===== config.mk =====
export PLATFORM = sky130hd
export DESIGN_NAME = llsc_resv_monitor
export DESIGN_NICKNAME = d
export VERILOG_FILES = /design/src/rtl/llsc_pkg.sv /design/src/rtl/llsc_op_decode.sv /design/src/rtl/llsc_line_match.sv /design/src/rtl/llsc_resv_reg.sv /design/src/rtl/llsc_resv_monitor.sv
export SDC_FILE = /design/constraint.sdc
export NUM_CORES = 1
export LEC_CHECK = 0
export BUFFER_PORTS_ARGS = -buffer_cell sky130_fd_sc_hd__buf_4
export CORE_MARGIN = 1
export CORE_UTILIZATION = 49
export DETAILED_ROUTE_END_ITERATION = 8
export PLACE_DENSITY_LB_ADDON = 0.25
export RECOVER_POWER = 50
export SYNTH_ARGS = -nofsm -noshare
export SYNTH_HDL_FRONTEND = slang
export SYNTH_SLANG_ARGS = --single-unit

===== constraint.sdc =====
create_clock -name clk -period 1.9 [get_ports clk]
set_input_delay 0.19 -clock clk [delete_from_list [all_inputs] [get_ports clk]]
set_output_delay 0.19 -clock clk [all_outputs]
set_load 0.1 [all_outputs]

===== src/rtl/llsc_pkg.sv =====
package llsc_pkg;

   typedef enum logic [2:0] {
      OP_LOAD  = 3'd0,
      OP_FETCH = 3'd1,
      OP_STORE = 3'd2,
      OP_LL    = 3'd3,
      OP_SC    = 3'd4,
      OP_RMW   = 3'd5,
      OP_FLUSH = 3'd6,
      OP_NONE  = 3'd7
   } op_kind_e;

   typedef enum logic [1:0] {
      CLS_READ   = 2'd0,
      CLS_FETCH  = 2'd1,
      CLS_WRITE  = 2'd2,
      CLS_ATOMIC = 2'd3
   } iss_class_e;

   typedef struct packed {
      logic is_ll;
      logic is_sc;
      logic is_plain_wr;
   } op_flags_t;

endpackage


===== src/rtl/llsc_op_decode.sv =====
module llsc_op_decode
   import llsc_pkg::*;
(
   input  logic [2:0] kind_i,
   output logic [1:0] class_o,
   output op_flags_t  flags_o
);

   op_kind_e   kind;
   iss_class_e cls;

   assign kind = op_kind_e'(kind_i);

   always_comb begin
      flags_o = '0;
      cls     = CLS_READ;
      unique case (kind)
         OP_LL: begin
            cls           = CLS_ATOMIC;
            flags_o.is_ll = 1'b1;
         end
         OP_SC: begin
            cls           = CLS_ATOMIC;
            flags_o.is_sc = 1'b1;
         end
         OP_STORE, OP_RMW, OP_FLUSH: begin
            cls                 = CLS_WRITE;
            flags_o.is_plain_wr = 1'b1;
         end
         OP_FETCH: cls = CLS_FETCH;
         default:  cls = CLS_READ;
      endcase
   end

   assign class_o = cls;

endmodule


===== src/rtl/llsc_line_match.sv =====
module llsc_line_match #(
   parameter int LINE_W = 26
) (
   input  logic              qual_i,
   input  logic [LINE_W-1:0] a_i,
   input  logic [LINE_W-1:0] b_i,
   output logic              hit_o
);

   assign hit_o = qual_i && (a_i == b_i);

endmodule


===== src/rtl/llsc_resv_reg.sv =====
module llsc_resv_reg
   import llsc_pkg::*;
#(
   parameter int LINE_W          = 26,
   parameter int ID_W            = 4,
   parameter bit STORE_OWNER_CHK = 1'b1
) (
   input  logic              clk,
   input  logic              rst_n,
   input  logic              cmp_v_i,
   input  op_flags_t         cmp_flags_i,
   input  logic [LINE_W-1:0] cmp_line_i,
   input  logic [ID_W-1:0]   cmp_owner_i,
   input  logic              inv_v_i,
   input  logic [LINE_W-1:0] inv_line_i,
   output logic              sc_pass_o
);

   logic              resv_v_q;
   logic [LINE_W-1:0] resv_line_q;
   logic [ID_W-1:0]   resv_owner_q;

   logic cmp_on_resv;
   logic inv_on_resv;
   logic inv_on_cmp;
   logic owner_eq;
   logic store_kill;
   logic sc_kill;

   llsc_line_match #(.LINE_W(LINE_W)) u_cmp_vs_resv (
      .qual_i (resv_v_q),
      .a_i    (resv_line_q),
      .b_i    (cmp_line_i),
      .hit_o  (cmp_on_resv)
   );

   llsc_line_match #(.LINE_W(LINE_W)) u_inv_vs_resv (
      .qual_i (resv_v_q && inv_v_i),
      .a_i    (resv_line_q),
      .b_i    (inv_line_i),
      .hit_o  (inv_on_resv)
   );

   llsc_line_match #(.LINE_W(LINE_W)) u_inv_vs_cmp (
      .qual_i (inv_v_i),
      .a_i    (inv_line_i),
      .b_i    (cmp_line_i),
      .hit_o  (inv_on_cmp)
   );

   assign owner_eq  = (resv_owner_q == cmp_owner_i);
   assign sc_kill   = cmp_v_i && cmp_flags_i.is_sc && cmp_on_resv;
   assign sc_pass_o = sc_kill && owner_eq && !inv_on_cmp;

   generate
      if (STORE_OWNER_CHK) begin : g_store_owned
         assign store_kill = cmp_v_i && cmp_flags_i.is_plain_wr && cmp_on_resv && owner_eq;
      end else begin : g_store_any
         assign store_kill = cmp_v_i && cmp_flags_i.is_plain_wr && cmp_on_resv;
      end
   endgenerate

   always_ff @(posedge clk) begin
      if (!rst_n) begin
         resv_v_q     <= 1'b0;
         resv_line_q  <= '0;
         resv_owner_q <= '0;
      end else if (cmp_v_i && cmp_flags_i.is_ll) begin
         resv_v_q     <= 1'b1;
         resv_line_q  <= cmp_line_i;
         resv_owner_q <= cmp_owner_i;
      end else if (inv_on_resv || sc_kill || store_kill) begin
         resv_v_q     <= 1'b0;
      end
   end

endmodule


===== src/rtl/llsc_resv_monitor.sv =====
module llsc_resv_monitor
   import llsc_pkg::*;
#(
   parameter int ADDR_W          = 32,
   parameter int LINE_BYTES      = 64,
   parameter int ID_W            = 4,
   parameter bit STORE_OWNER_CHK = 1'b1
) (
   input  logic              clk,
   input  logic              rst_n,
   input  logic [2:0]        iss_kind,
   output logic [1:0]        iss_class,
   input  logic              cmp_valid,
   input  logic [2:0]        cmp_kind,
   input  logic [ADDR_W-1:0] cmp_addr,
   input  logic [ID_W-1:0]   cmp_owner,
   input  logic              inv_valid,
   input  logic [ADDR_W-1:0] inv_addr,
   output logic              sc_done,
   output logic              sc_ok
);

   localparam int OFS_W  = $clog2(LINE_BYTES);
   localparam int LINE_W = ADDR_W - OFS_W;

   generate
      if (LINE_BYTES < 2 || (LINE_BYTES & (LINE_BYTES - 1)) != 0) begin : g_bad_line
         $error("LINE_BYTES must be a power of two of at least 2");
      end
      if (LINE_W < 1) begin : g_bad_addr
         $error("ADDR_W must exceed the line offset width");
      end
      if (ID_W < 1) begin : g_bad_id
         $error("ID_W must be at least 1");
      end
   endgenerate

   op_flags_t iss_flags_unused;
   op_flags_t cmp_flags;
   logic [1:0] cmp_class_unused;
   logic      sc_pass;
   logic      sc_done_q;
   logic      sc_ok_q;

   llsc_op_decode u_iss_dec (
      .kind_i  (iss_kind),
      .class_o (iss_class),
      .flags_o (iss_flags_unused)
   );

   llsc_op_decode u_cmp_dec (
      .kind_i  (cmp_kind),
      .class_o (cmp_class_unused),
      .flags_o (cmp_flags)
   );

   llsc_resv_reg #(
      .LINE_W          (LINE_W),
      .ID_W            (ID_W),
      .STORE_OWNER_CHK (STORE_OWNER_CHK)
   ) u_resv (
      .clk         (clk),
      .rst_n       (rst_n),
      .cmp_v_i     (cmp_valid),
      .cmp_flags_i (cmp_flags),
      .cmp_line_i  (cmp_addr[ADDR_W-1:OFS_W]),
      .cmp_owner_i (cmp_owner),
      .inv_v_i     (inv_valid),
      .inv_line_i  (inv_addr[ADDR_W-1:OFS_W]),
      .sc_pass_o   (sc_pass)
   );

   always_ff @(posedge clk) begin
      if (!rst_n) begin
         sc_done_q <= 1'b0;
         sc_ok_q   <= 1'b1;
      end else begin
         sc_done_q <= cmp_valid && cmp_flags.is_sc;
         sc_ok_q   <= (cmp_valid && cmp_flags.is_sc) ? sc_pass : 1'b1;
      end
   end

   assign sc_done = sc_done_q;
   assign sc_ok   = sc_ok_q;

endmodule


-- Word level (Yosys, flattened, before mapping)
Index checks and enable logic that the tools add are counted.
- flip-flop bits (word level): 33
- input bits: 78
- output and inout port bits: 4
- eq/ne operators: 15
- multiplexer cells: 6
- reductions and logical operators: 20
- operators by type and width (kind ; count):
    $eq 26x26->1 ; 3
    $eq 3x3->1 const B ; 6
    $eq 3x2->1 const B ; 4
    $logic_and 1x1->1 ; 12
    $pmux 2 s3 ; 1
    $reduce_or 3->1 ; 2
    $mux 1 ; 5
    $eq 4x4->1 ; 1
    $eq 3x1->1 const B ; 1
    $logic_or 1x1->1 ; 2
    $reduce_and 2->1 ; 1
    $reduce_bool 2->1 ; 1
    $reduce_or 2->1 ; 1
    $logic_not 1->1 ; 1

-- Depth between registers and ports, before layout
Gate-level depths: netlist (run 1).
- word-level depth: 9
- depth in mapped cells: 5
- depth with buffers taken out: 5

-- Cells and area by module
A second synthesis (run 1) with hierarchy kept.
- cells, all modules: 271
- area total of the unflattened synthesis: 2402.3 sq um
- by module, submodules not included (module ; instances ; cells each ; area an instance (sq um)):
    llsc_resv_reg ; 1 ; 144 ; 1351.3
    llsc_line_match ; 3 ; 35 ; 290.3
    llsc_op_decode ; 2 ; 9 ; 62.6
    llsc_resv_monitor ; 1 ; 4 ; 55.1

-- Worst setup path after synthesis (run 1)
Ideal clock, no wire load.
- path kind: register to register
- start: reg u_resv.resv_owner_q[1]
- end: reg u_resv.resv_v_q
- setup time: 0.120 ns
- data arrival time: 1.246 ns
- data required time: 1.780 ns
- slack: 0.535 ns
- stages on the path, launching flop included: 6
- clock period less this slack: 1.365 ns
- cells stage by stage: dfxtp_1 > xor2_1 > nor4_2 > o21ai_1 > o21a_1 > o31a_1
- cells in the longest elaborated chain, start to end: 4
- RTL lines (what ; line ; source):
    start: declaration ; llsc_resv_reg.sv:21 ; logic [ID_W-1:0] resv_owner_q;
    start signal: assignment ; llsc_resv_reg.sv:71 ; resv_owner_q <= cmp_owner_i;
    $eq 4x4->1 ; llsc_resv_reg.sv:51 ; assign owner_eq = (resv_owner_q == cmp_owner_i);
    $logic_and 1x1->1 ; llsc_resv_reg.sv:57 ; assign store_kill = cmp_v_i && cmp_flags_i.is_plain_wr && cmp_on_resv && owner_eq;
    $logic_or 1x1->1 ; llsc_resv_reg.sv:72 ; end else if (inv_on_resv || sc_kill || store_kill) begin
    $reduce_bool 2->1 (no source line) ; - ;
    end signal: assignment ; llsc_resv_reg.sv:65 ; resv_v_q <= 1'b0;
    end signal: assignment ; llsc_resv_reg.sv:69 ; resv_v_q <= 1'b1;
    end signal: assignment ; llsc_resv_reg.sv:73 ; resv_v_q <= 1'b0;
    end: declaration ; llsc_resv_reg.sv:19 ; logic resv_v_q;
No other way between the ends.
A chain may end at the register's enable or synchronous reset.

-- Final worst setup path (run 1)
- start: reg u_resv.resv_line_q[21]
- end: reg u_resv.resv_v_q
- cells in the longest elaborated chain, start to end: 6
- RTL lines (what ; line ; source):
    start: declaration ; llsc_resv_reg.sv:20 ; logic [LINE_W-1:0] resv_line_q;
    start signal: assignment ; llsc_resv_reg.sv:70 ; resv_line_q <= cmp_line_i;
    $eq 26x26->1 ; llsc_line_match.sv:10 ; assign hit_o = qual_i && (a_i == b_i);
    $logic_and 1x1->1 ; llsc_line_match.sv:10 ;
    $logic_and 1x1->1 (on tied branches) ; llsc_resv_reg.sv:52, llsc_resv_reg.sv:57 ;
    $logic_or 1x1->1 or $logic_and 1x1->1 (tied branches) ; llsc_resv_reg.sv:72, llsc_resv_reg.sv:57 ;
    $logic_or 1x1->1 * ; llsc_resv_reg.sv:72 ;
    $reduce_bool 2->1 (no source line) * ; - ;
Every way passes the cells marked *; elsewhere a longest branch is shown, timed or not.

==> results of run 1 <==
## synth_stat cells, drive strengths merged (2+ instances only)
cell    instances  share of area
dfxtp          33           0.31
nor3            5          0.012
inv             2         0.0035
nand3           2         0.0046
xnor2          48           0.20
nor2            2         0.0035
a21boi         30           0.10
o21ai           2         0.0046
nand4          16          0.046
clkbuf          6          0.010
buf             3         0.0070
xor2           34           0.14
nor4            9          0.029
o21a            2         0.0070
nand2          62           0.11
## path summary, 6_finish.rpt
| check | endpoint | cells after the start |
|---|---|---|
| worst min register to register | sc_ok$_SDFF_PN1_ | 2 |
| worst min-delay path | sc_done$_SDFF_PN0_ | 2 |
| worst max register to register | u_resv.resv_v_q$_SDFFE_PN0P_ | 5 |
| worst max-delay path | u_resv.resv_v_q$_SDFFE_PN0P_ | 5 |
## sequential cells by signal (all words and copies together), names as in the netlist
register	cells
u_resv.resv_line_q	26
u_resv.resv_owner_q	4
sc_done	1
sc_ok	1
u_resv.resv_v_q	1
## power breakdown
part / switching, W / total (W) / leakage (nW) / internal [W]
Combinational: 0.000193 / 0.000390 / 0.735 / 0.000197
Clock: 0.000245 / 0.000532 / 0.0443 / 0.000287
Sequential: 0.0000141 / 0.000721 / 0.267 / 0.000707
## routing by layer
| metal | wire [µm] | up-vias | share of wire | global-route usage |
|---|---|---|---|---|
| met4 | 121 | 0 | 0.022 | 0.107 |
| met2 | 2580 | 66 | 0.48 | 0.430 |
| met3 | 311 | 15 | 0.057 | 0.0533 |
| met5 | 0 | - | 0 | 0 |
| met1 | 2390 | 913 | 0.44 | 0.309 |
| li1 | - | 1010 | - | - |
## cell usage in the layout (no fill, tap or decap)
cell type / instances
nand4b_1: 1
nand3_1: 2
nand4_1: 16
clkbuf_8: 6
clkbuf_1: 2
o21a_1: 2
nor3_1: 4
o31ai_1: 1
o31a_1: 1
inv_1: 2
mux2_2: 1
o21ai_1: 1
nand2_1: 62
nor2_1: 2
nor4_2: 1
buf_12: 1
a21boi_0: 30
buf_4: 69
xor2_1: 34
dfxtp_1: 33
o21ai_0: 1
nor4_1: 8
a21oi_1: 1
xnor2_1: 48
nor3_2: 1
## cell families (layout without fill, tap and decap cells)
kind of cell,after synthesis,after routing,synth area share
compound gates,37,37,0.126
xor+xnor,82,82,0.334
buf+inv,11,80,0.0209
flops,33,33,0.307
mux,1,1,0.00523
simple gates,97,97,0.207
## critical path: cells and delay by family (launching register included)
kind | cells | cell delay (ns)
xor+xnor | 1 | 0.21
compound gates | 1 | 0.31
flops | 1 | 0.34
simple gates | 3 | 0.53
## area by class of cell
type | instances | area, µm²
multi-input cells | 217 | 1450
fillers | 349 | 1300
flip-flops and latches | 33 | 661
repair buffers | 71 | 542
clock buffers | 7 | 86.3
well taps | 50 | 62.6
inverters | 2 | 7.51
## through the flow
| stage | cell area (µm²) | setup WS (ns) |
|---|---|---|
| after floorplan | 2150 | 0.535 |
| after global placement | 2730 | 0.348 |
| after detailed placement | 2730 | 0.329 |
| after CTS | 2820 | 0.403 |
| after global routing | 2810 | 0.327 |
| final | 2810 | 0.400 |
==> results.cfg, run 1 <==
[yosys]
async_reset_ff_frac = 0
ys_ff_latch = 33
ys_seq_area_frac = 0.307
synth.net_count = 339
synth_cell_type_count = 23
ys_warn_count = 0
synth_edf_count = 0
syn_avg_cell_area_um2 = 8.25
synth_area_um2 = 2150
synth_cells = 261
synthFlopType = dfxtp_1

[worst_setup_path]
reg2reg_from = u_resv.resv_line_q[21]$_SDFFE_PN0P_
crit_type = reg -> reg
worst_setup_path_start_kind = register
rrSetupSlack_ns = 0.40
critPathArrivalTime_ns = 1.67
end_kind = register
cpMostUsedCell = nand4_1
slowest_delay_ns = 0.34
crit_slowest_cell = dfxtp_1
worstPathMaxFanout = 3
setup.worst_path.start = u_resv.resv_line_q[21]$_SDFFE_PN0P_
worstPathRequired_ns = 2.08
crit_chain = xnor2_1 -> nand4_1 -> nor3_1 -> nand4_1 -> o31a_1

[timing]
setup_viol = 0
fin_crit_ns = 1.50
fin_setup_tns_ns = 0
worstMarginPinSlew_ns = 1.17
max_freq_ghz = 0.667
hold_slack_ns = 0.111
relSlewSlack = 0.219
rsz0062_at_grt = no
slew_violations = 0
finClkSkew_ns = 0.00407
hold_violations = 0
fin_crit_sh = 0.789

[clock_network]
htreeDepth = 2
cts_tree = built
clk_pin_slew_worst_paths_ns = 0.06
worstSkewPairLatency_ns = 0.29
cts.sinks = 33
cts_max_path_buffers = 2
hold_buffers = 0
cts-resized-gates = 0
cts_made_buffers = 5
cts_root_buf = clkbuf_8
post_cts_buffers = 0

[die]
initial_utilization = 0.523
die-area_um2 = 4660
io_pins = 82
coreArea_um2 = 4120
die_h_um = 68.3
rows = 23
die_x_um = 68.3

[global_route]
grt_pass1_wl_um = 8600
grt_start_max_net_pins = 33
gr-total-overflow = 0
track_usage = 0.254
antenna_found_initial = 0
grt_pass1_vias = 1911

[power]
power_density_nw_per_um2 = 584
irDropWorstVdd_uv = 384
leakagePower_nw = 1.05
fin_total_pwr_w = 0.00164

[route]
drt-initial-drc-count = 110
drcViolationCount = 0
antenna_left = 0
firstDrtPassIters = 4
post_drt_wl_per_cell_um = 14.2
vias_per_cell = 5.27
routed_wl_um = 5410
via_count = 2004

[final_layout]
drive_above_1_share = 0.239
nNetsFinal = 408
antenna_cells = 0
syn2layout_area_growth_pct = 30.6
postLayoutCoreUtil = 0.683
stdcell_count = 380

[placed_design]
place_inst = 373
routabilityCongestion = 0.775
dp_hpwl_um = 4170
placement.io_buffers = 69

[run_status]
status = finished clean

[min_path]
hold_start = cmp_kind[1]
hp-class = in -> reg

[job]
maxCapViolCount = 0
Note: power is estimated with default switching activity, not from simulation.
==> run 2: changes to the inputs <==
- clock period: 1.9 -> 1.4 ns (I/O delays scaled with it)
==> run 2 against run 1 <==
  * The run now ends with negative setup slack left
  * Die area unchanged
  * Via count up 6.5%
  * Worst hold slack worse by 0.041 ns
  * Worst setup slack worse by 0.48 ns
  * Power up 52%
  * Flip-flop and latch count unchanged
  * Utilization up 6.4 points
  * Count of clock-buffer cells in the layout unchanged
  * Register-to-register slack worse by 0.48 ns
==> results.cfg, run 2 (synthesis results as in run 1) <==
[run_status]
status = finished, violations left
violations = negative setup slack

[global_route]
antenna_found_initial = 0
track_usage = 0.276
grt_pass1_wl_um = 9140
grt_pass1_vias = 1993
gr-total-overflow = 0
grt_start_max_net_pins = 31

[clock_network]
cts.sinks = 33
hold_buffers = 0
cts_max_path_buffers = 2
htreeDepth = 2
cts_tree = built
cts_root_buf = clkbuf_8
worstSkewPairLatency_ns = 0.29
clk_pin_slew_worst_paths_ns = 0.06
cts_made_buffers = 5

[worst_setup_path]
crit_slowest_cell = dfxtp_2
critPathBufInv = 1
slowest_delay_ns = 0.32
worstPathRequired_ns = 1.58
r2r_cells = 6
critPathArrivalTime_ns = 1.66
crit_family = simple AND/OR/NAND/NOR gates
crit_chain = xor2_1 -> nor4_2 -> buf_4 -> nand3_2 -> o21a_1 -> o31a_1
r2r-end = u_resv.resv_v_q$_SDFFE_PN0P_
crit_end = u_resv.resv_v_q$_SDFFE_PN0P_
worstPathMaxFanout = 2
worstSetupPathDepth = 6
rrSetupSlack_ns = -0.08
worst_setup_path_start_kind = register
end_kind = register
crit_type = reg -> reg
reg2reg_from = u_resv.resv_owner_q[1]$_SDFFE_PN0P_
setup.worst_path.start = u_resv.resv_owner_q[1]$_SDFFE_PN0P_

[route]
drt-initial-drc-count = 115
via_count = 2134
firstDrtPassIters = 4
drcViolationCount = 0
post_drt_wl_per_cell_um = 14.1
vias_per_cell = 5.17
routed_wl_um = 5820
antenna_left = 0

[timing]
relSlewSlack = 0.475
slew_violations = 0
max_freq_ghz = 0.676
setup_viol = 1
setup_ws_ns = -0.0795
finClkSkew_ns = 0.00658
fin_crit_ns = 1.48
rsz0062_at_grt = yes
worstMarginPinSlew_ns = 0.787
fin_setup_tns_ns = -0.0795
hold_violations = 0
fin_crit_sh = 1.06

[final_layout]
largest-register = u_resv.resv_line_q
fillCellCount = 334
drive_above_1_share = 0.320
reg_top3 = u_resv.resv_line_q x26, u_resv.resv_owner_q x4
layout_common_cells = 100 x buf_4, 62 x nand2_1, 48 x xnor2_1
regArea_um2 = 663
nNetsFinal = 440
syn2layout_area_growth_pct = 42.9
postLayoutCoreUtil = 0.748
multi_input_area_um2 = 1460
layout_commonest_cell = buf_4
antenna_cells = 0
largest_reg_flops = 26

[die]
die_h_um = 68.3
rows = 23
die_x_um = 68.3
die-area_um2 = 4660
io_pins = 82
coreArea_um2 = 4120
initial_utilization = 0.523

[placed_design]
routabilityCongestion = 0.837
placement.io_buffers = 69
dp_hpwl_um = 4580
place_ws_ns = -0.0798

[power]
power_density_nw_per_um2 = 813
irDropWorstVdd_uv = 539
leakagePower_nw = 1.22

[min_path]
hp-class = in -> reg

[job]
maxCapViolCount = 0
[run 2: cell types whose count changed in the layout (fill, tap and decap cells not counted), sizes merged]
cell and delta:
buf +30, bufinv +1, clkbuf +2
[run 2: per-stage QoR]
step / std cells / power [W] / instance area (µm²) / hold WS (ns)
after floorplan: 261 / 0.00125 / 2150 / 0.223
after global placement: 404 / 0.00157 / 2950 / 0.358
after detailed placement: 404 / 0.00158 / 2950 / 0.359
after CTS: 413 / 0.00251 / 3080 / 0.0634
after global routing: 413 / 0.00260 / 3080 / 0.0666
final: 413 / 0.00250 / 3080 / 0.0704
[run 2: routing by layer]
layer,share of wire,vias up,GRT usage,wire (µm)
met1,0.43,972,0.333,2480
met3,0.065,11,0.0650,377
li1,-,1079,-,-
met2,0.49,72,0.485,2880
met5,0,-,0,0
met4,0.015,0,0.0755,86
[run 2: worst min path at each step]
| stage | start | end | cells past startpoint |
|---|---|---|---|
| final | cmp_kind[1] | sc_done$_SDFF_PN0_ | 2 |
| after global routing | cmp_kind[1] | sc_done$_SDFF_PN0_ | 2 |
| after CTS | cmp_kind[1] | sc_done$_SDFF_PN0_ | 2 |
| after detailed placement | cmp_kind[1] | sc_done$_SDFF_PN0_ | 2 |
| after global placement | cmp_kind[1] | sc_done$_SDFF_PN0_ | 2 |
| after floorplan | cmp_kind[1] | sc_done$_SDFF_PN0_ | 1 |
[run 2: what timing repair did]
action,4_1_cts,5_1_grt
buffers inserted,1,0
pin swaps,3,1
resized for setup,3,1
setup endpoints to repair,2,2
[run 2: cell type report]
cell class,count,area share
multi-input cells,217,0.475
repair buffers,103,0.248
flip-flops and latches,33,0.216
clock buffers,7,0.0281
well taps,50,0.0203
clock inverters,1,0.00976
inverters,2,0.00244
[run 2: where the power goes]
| part | switching, W | internal (W) | leakage (nW) | total [W] |
|---|---|---|---|---|
| clock | 0.000356 | 0.000580 | 0.0585 | 0.000936 |
| combinational | 0.000279 | 0.000310 | 0.894 | 0.000588 |
| sequential | 0.0000178 | 0.000959 | 0.268 | 0.000977 |
